## src/rtl/fdl_pkg.sv

```systemverilog
package fdl_pkg;

    typedef enum logic [0:0] {
        ADDR_DOWN_RELOAD = 1'b0,
        ADDR_UP_COMPARE  = 1'b1
    } addr_mode_e;

    // One cycle of registered memory read sits inside the loop.
    localparam int unsigned READ_LATENCY = 1;

    // Number of cycles between visits to the same memory word.
    function automatic int unsigned sweep_period(input int unsigned delay);
        return delay - READ_LATENCY;
    endfunction

endpackage

```

## src/rtl/fdl_addr_gen.sv

```systemverilog
module fdl_addr_gen
    import fdl_pkg::*;
#(
    parameter int unsigned AW     = 9,
    parameter int unsigned PERIOD = 399,
    parameter addr_mode_e  MODE   = ADDR_DOWN_RELOAD
) (
    input  logic          clk,
    input  logic          rst,
    output logic [AW-1:0] addr_o,
    output logic          wrap_o
);

    localparam logic [AW-1:0] LAST = AW'(PERIOD - 1);

    typedef struct packed {
        logic [AW-1:0] cnt;
    } ag_state_t;

    ag_state_t st_d, st_q;

    if (MODE == ADDR_DOWN_RELOAD) begin : g_down
        logic [AW:0] dec;
        logic        borrow;

        always_comb begin
            dec    = {1'b0, st_q.cnt} - {{AW{1'b0}}, 1'b1};
            borrow = dec[AW];
            st_d   = st_q;
            st_d.cnt = borrow ? LAST : dec[AW-1:0];
        end

        always_ff @(posedge clk) begin
            if (rst) st_q.cnt <= LAST;
            else     st_q     <= st_d;
        end

        assign wrap_o = borrow;

        p_addr_step_r3: assert property (@(posedge clk) disable iff (rst)
            (st_q.cnt != '0) |=> (st_q.cnt == $past(st_q.cnt) - 1'b1));
        p_addr_reload_r3: assert property (@(posedge clk) disable iff (rst)
            (st_q.cnt == '0) |=> (st_q.cnt == LAST));
    end else begin : g_up
        logic at_end;

        always_comb begin
            at_end = (st_q.cnt >= LAST);
            st_d   = st_q;
            st_d.cnt = at_end ? '0 : st_q.cnt + 1'b1;
        end

        always_ff @(posedge clk) begin
            if (rst) st_q.cnt <= '0;
            else     st_q     <= st_d;
        end

        assign wrap_o = at_end;

        p_addr_up_step_r5: assert property (@(posedge clk) disable iff (rst)
            (st_q.cnt < LAST) |=> (st_q.cnt == $past(st_q.cnt) + 1'b1));
        p_addr_up_clear_r5: assert property (@(posedge clk) disable iff (rst)
            (st_q.cnt == LAST) |=> (st_q.cnt == '0));
    end

    assign addr_o = st_q.cnt;

    p_addr_range_r3: assert property (@(posedge clk) disable iff (rst)
        addr_o <= LAST);

endmodule

```

## src/rtl/fdl_store.sv

```systemverilog
module fdl_store #(
    parameter int unsigned WIDTH = 1,
    parameter int unsigned DEPTH = 512,
    parameter int unsigned AW    = 9
) (
    input  logic             clk,
    input  logic             rst,
    input  logic [AW-1:0]    addr_i,
    input  logic [WIDTH-1:0] wdata_i,
    output logic [WIDTH-1:0] rdata_o
);

    logic [WIDTH-1:0] mem [DEPTH];
    logic [WIDTH-1:0] rd_q;

    // Read-before-write on one shared address: the old word is captured
    // on the same edge that stores the new one.
    always_ff @(posedge clk) begin
        if (!rst) begin
            rd_q         <= mem[addr_i];
            mem[addr_i]  <= wdata_i;
        end
    end

    assign rdata_o = rd_q;

endmodule

```

## src/rtl/fdl_out_stage.sv

```systemverilog
module fdl_out_stage #(
    parameter int unsigned WIDTH = 1
) (
    input  logic             clk,
    input  logic             rst,
    input  logic             wrap_i,
    input  logic [WIDTH-1:0] rdata_i,
    output logic [WIDTH-1:0] dout_o
);

    typedef struct packed {
        logic             filled;
        logic             rd_vld;
        logic [WIDTH-1:0] dout;
    } os_state_t;

    os_state_t st_d, st_q;

    always_comb begin
        st_d        = st_q;
        st_d.filled = st_q.filled | wrap_i;
        st_d.rd_vld = st_q.filled;
        st_d.dout   = st_q.rd_vld ? rdata_i : '0;
    end

    always_ff @(posedge clk) begin
        if (rst) st_q <= '0;
        else     st_q <= st_d;
    end

    assign dout_o = st_q.dout;

    p_gate_zero_r2: assert property (@(posedge clk) disable iff (rst)
        !st_q.rd_vld |=> (dout_o == '0));
    p_fill_sticky_r2: assert property (@(posedge clk) disable iff (rst)
        st_q.filled |=> st_q.filled);
    p_reset_clears_r4: assert property (@(posedge clk) disable iff (rst)
        $past(rst) |-> (dout_o == '0 && !st_q.rd_vld));

endmodule

```

## src/rtl/fixed_delay_line.sv

```systemverilog
module fixed_delay_line
    import fdl_pkg::*;
#(
    parameter int unsigned WIDTH     = 1,
    parameter int unsigned DELAY     = 400,
    parameter int unsigned DEPTH     = 512,
    parameter addr_mode_e  ADDR_MODE = ADDR_DOWN_RELOAD
) (
    input  logic             clk,
    input  logic             rst,
    input  logic [WIDTH-1:0] dly_in,
    output logic [WIDTH-1:0] dly_out
);

    localparam int unsigned PERIOD = sweep_period(DELAY);
    localparam int unsigned AW     = (DEPTH > 1) ? $clog2(DEPTH) : 1;

    // reject delays the single-address sweep cannot realise.
    if (DELAY < 3 || PERIOD > DEPTH) begin : g_bad_delay
        $error("fixed_delay_line: DELAY out of range for DEPTH");
    end

    logic [AW-1:0]    addr;
    logic             wrap;
    logic [WIDTH-1:0] rdata;

    fdl_addr_gen #(
        .AW     (AW),
        .PERIOD (PERIOD),
        .MODE   (ADDR_MODE)
    ) u_addr (
        .clk    (clk),
        .rst    (rst),
        .addr_o (addr),
        .wrap_o (wrap)
    );

    fdl_store #(
        .WIDTH (WIDTH),
        .DEPTH (DEPTH),
        .AW    (AW)
    ) u_store (
        .clk     (clk),
        .rst     (rst),
        .addr_i  (addr),
        .wdata_i (dly_in),
        .rdata_o (rdata)
    );

    fdl_out_stage #(
        .WIDTH (WIDTH)
    ) u_out (
        .clk     (clk),
        .rst     (rst),
        .wrap_i  (wrap),
        .rdata_i (rdata),
        .dout_o  (dly_out)
    );

endmodule

```

## config.mk

```make
export PLATFORM = sky130hd
export DESIGN_NAME = fixed_delay_line
export DESIGN_NICKNAME = d
export VERILOG_FILES = /design/src/rtl/fdl_pkg.sv /design/src/rtl/fdl_addr_gen.sv /design/src/rtl/fdl_store.sv /design/src/rtl/fdl_out_stage.sv /design/src/rtl/fixed_delay_line.sv
export SDC_FILE = /design/constraint.sdc
export NUM_CORES = 1
export LEC_CHECK = 0
export BUFFER_PORTS_ARGS = -buffer_cell sky130_fd_sc_hd__buf_2
export CAP_MARGIN = 30
export CORE_UTILIZATION = 35
export DETAILED_ROUTE_END_ITERATION = 12
export MAX_ROUTING_LAYER = met4
export PLACE_DENSITY = 0.49
export SKIP_LAST_GASP = 1
export SYNTH_ARGS = -nofsm -noshare
export SYNTH_HDL_FRONTEND = slang
export SYNTH_SLANG_ARGS = --single-unit
```

## constraint.sdc

```tcl
create_clock -name clk -period 5.09 [get_ports clk]
set_input_delay 1.018 -clock clk [delete_from_list [all_inputs] [get_ports clk]]
set_output_delay 1.018 -clock clk [all_outputs]
set_load 0.02 [all_outputs]
```

==> flow_summary.toml <==
[die]
start_util_pct = 35.37
die_area_sq_um = 67470
rows = 94
die_height_um = 259.8
ioPinCount = 4
core_sq_um = 65750
fp.dieW_um = 259.8

[sta]
layout_setup_ws_ns = 1.351
tightest_slew_ns = 1.096
finalCriticalPeriod_ns = 3.739
setup_viol = 0
fin_worst_skew_ns = 0.01265
fin_crit_sh_pct = 73.46
hold_viol_final = 0
rsz0062_at_grt = "no"
relSlewSlack_pct = 26.96
setup_tns_ns = 0
timing.fmax_mhz = 267.5
drv_slew = 0

[layout]
multiInputGateArea_sq_um = 6870
fillers = 6162
area_delta_synth_final_pct = 11.53
seq_area_sq_um = 15660
drive_gt1_share_pct = 13.95
final_nets = 1682

[clocking]
clock_path_buffers = 3
clk_pin_slew_ns = 0.06
clock-root-buffer = "clkbuf_16"
clock_sinks = 525
hold_buffers = 0
clk_latency_ns = 0.62
htree_levels = 2
cts_tree = "done"
cts_resized = 0
cts_inserted_buffers = 56
cts_setup_buffers = 0

[global_routing]
track_usage_pct = 19.83
met1_usage_pct = 26.79
met2_usage_pct = 30.44
use_met3_pct = 3.879
grt_busiest_layer = "met2"
grt_max_degree = 185
gr-total-overflow = 0
grt_pass1_wl_um = 94360
antenna_found_initial = 2
grt_pass1_vias = 14020

[setup_path]
critPathArrivalTime_ns = 4.09
critPathRequiredTime_ns = 5.44
slowest_delay_ns = 0.94
crit-reg2reg-launch = "u_addr.addr_o[0]"
reg2reg_depth = 10
crit_slowest_cell = "dfxtp_4"
path_max_fanout = 42
r2r_slack_ns = 1.35
worstReg2RegEnd = "u_store.rdata_o"
cp-startpoint = "u_addr.addr_o[0]"
critPathLaunchType = "flop"
cp_cell_sequence = "buf_4 -> buf_4 -> mux2i_1 -> a22oi_1 -> nand2_1 -> nor3_1 -> nor4_1 -> nand4_1 -> nor4_1 -> o21ai_1"
critical_path.endpoint = "u_store.rdata_o"
setup.worst_path.end_class = "flop"
critPathKind = "flop to flop"

[route]
drcViolationCount = 0
vias = 14020
dr.first_iter.drc_count = 1220
vias_per_cell = 5.422
wirelength_um = 64420
wl_per_cell_um = 24.91
drt-pass1-iter-count = 5
ant_nets = 0

[status]
outcome = "finished clean"

[synth]
seq_area_frac_synth_pct = 67.28
ys_warn_count = 0
synth_largest_area_cell = "edfxtp_1"
yosysUniqueCellTypes = 60
synth.net_count = 1712
ys_seq_elements = 525
synth_enable_flop_cells = 513
netlist_area_sq_um = 23250
synth.top_cells.by_area = "edfxtp_1 (66%), nor2_1 (8.6%), mux4_2 (5.8%)"
ys.flop_type = "edfxtp_1"
syn_avg_cell_area_sq_um = 13.65
async_flop_share_pct = 0
synth_top_cell_area_share_pct = 66.25
synthTopCellsByCount = "nor2_1 (533), edfxtp_1 (513), mux2i_1 (98), clkbuf_1 (95), mux4_2 (60)"
yosysMostFrequentCell = "nor2_1"
postSynthCellCount = 1704

[min_path]
hold_path.class = "flop to flop"

[power_and_ir_drop]
leakage_uw = 0.007846
power.density_nw_per_um2 = 365.9
max-vdd-ir-drop_mv = 0.2406

[place]
hpwl_um = 36170
post-place-ws_ns = 1.361
place_congestion = 0.7972
io_buffers = 3

[job]
cap_violations = 0
-- sequential cells by signal, indices dropped and copies added, names as in the netlist --
name / cells
u_store.rdata_o: 1
u_out.st_d: 1
u_out.st_q: 1
u_store.mem: 512
u_out.dout_o: 1
u_addr.addr_o: 9
-- through the flow --
stage | std cells | cell area (sq um) | hold slack [ns] | total power (uW) | utilization [%]
final | 2586 | 25930 | 0.4724 | 9488 | 39.44
after global routing | 2586 | 25930 | 0.4966 | 9774 | 39.44
after CTS | 2583 | 25920 | 0.4728 | 9597 | 39.43
after detailed placement | 2479 | 24110 | 0.4618 | 5509 | 36.67
after global placement | 2479 | 24110 | 0.4461 | 5505 | 36.67
after floorplan | 1704 | 23250 | 0.4290 | 5251 | -
-- layout by cell type (no fill, tap or decap), types with 9 or more instances in the layout --
master / Yosys / final
clkinv_2: 0 / 13
edfxtp_1: 513 / 513
nand2_1: 53 / 43
nand3_1: 39 / 33
nor3_1: 9 / 9
clkinv_1: 0 / 12
o21ai_0: 13 / 13
nor2_1: 533 / 533
a22oi_1: 34 / 34
nand4_1: 14 / 14
a21oi_1: 17 / 17
clkbuf_16: 0 / 57
buf_4: 3 / 50
nand2_2: 0 / 10
mux4_1: 16 / 16
a211oi_1: 26 / 26
nor2b_1: 31 / 29
mux4_2: 60 / 60
mux2i_1: 98 / 98
-- critical path: cells and delay by family (launching register included) --
kind            cells  cell delay [ns]
mux                 1             0.22
compound gates      2             0.22
buf+inv             2             0.84
flops               1             0.94
simple gates        5             1.23
-- per-layer routing --
layer | wire length, um | vias up
li1 | - | 6202
met1 | 28740 | 7315
met2 | 30260 | 397
met3 | 3866 | 107
met4 | 1548 | 0
met5 | 0 | -
-- worst min-delay path by stage --
stage	from	endpoint	slack, ns	cells past startpoint
floorplan	u_out.st_d[1]	u_out.st_d[1]	0.43	2
global placement	u_out.st_d[1]	u_out.st_d[1]	0.45	2
detailed placement	u_out.st_d[1]	u_out.st_d[1]	0.46	2
CTS	u_out.st_d[1]	u_out.st_q[1]	0.47	1
global route	u_out.st_d[1]	u_out.st_q[1]	0.50	1
finish	u_out.st_d[1]	u_out.st_d[1]	0.47	2
-- cell type report --
| cell class | count | area share [%] |
|---|---|---|
| diodes | 2 | 0.01930 |
| clock buffers | 66 | 5.669 |
| clock inverters | 38 | 1.336 |
| inverters | 5 | 0.07237 |
| multi-input cells | 1028 | 26.49 |
| flip-flops and latches | 525 | 60.37 |
| well taps | 864 | 4.169 |
| repair buffers | 58 | 1.872 |
-- power by group --
part / internal, uW / switching, uW
combinational: 219 / 400
clock: 2360 / 1720
sequential: 4750 / 43.1
-- cells by family after synthesis --
logic type	after synthesis	synth area share (%)
flip-flops	525	67.28
XOR/XNOR	5	0.1884
adder cells (fa/ha/maj)	5	0.2690
buffers and inverters	151	3.525
AND/OR/NAND/NOR	713	12.74
AO/OA/AOI/OAI	125	3.864
multiplexers	180	12.13
Power figures use the tool's default switching activity.
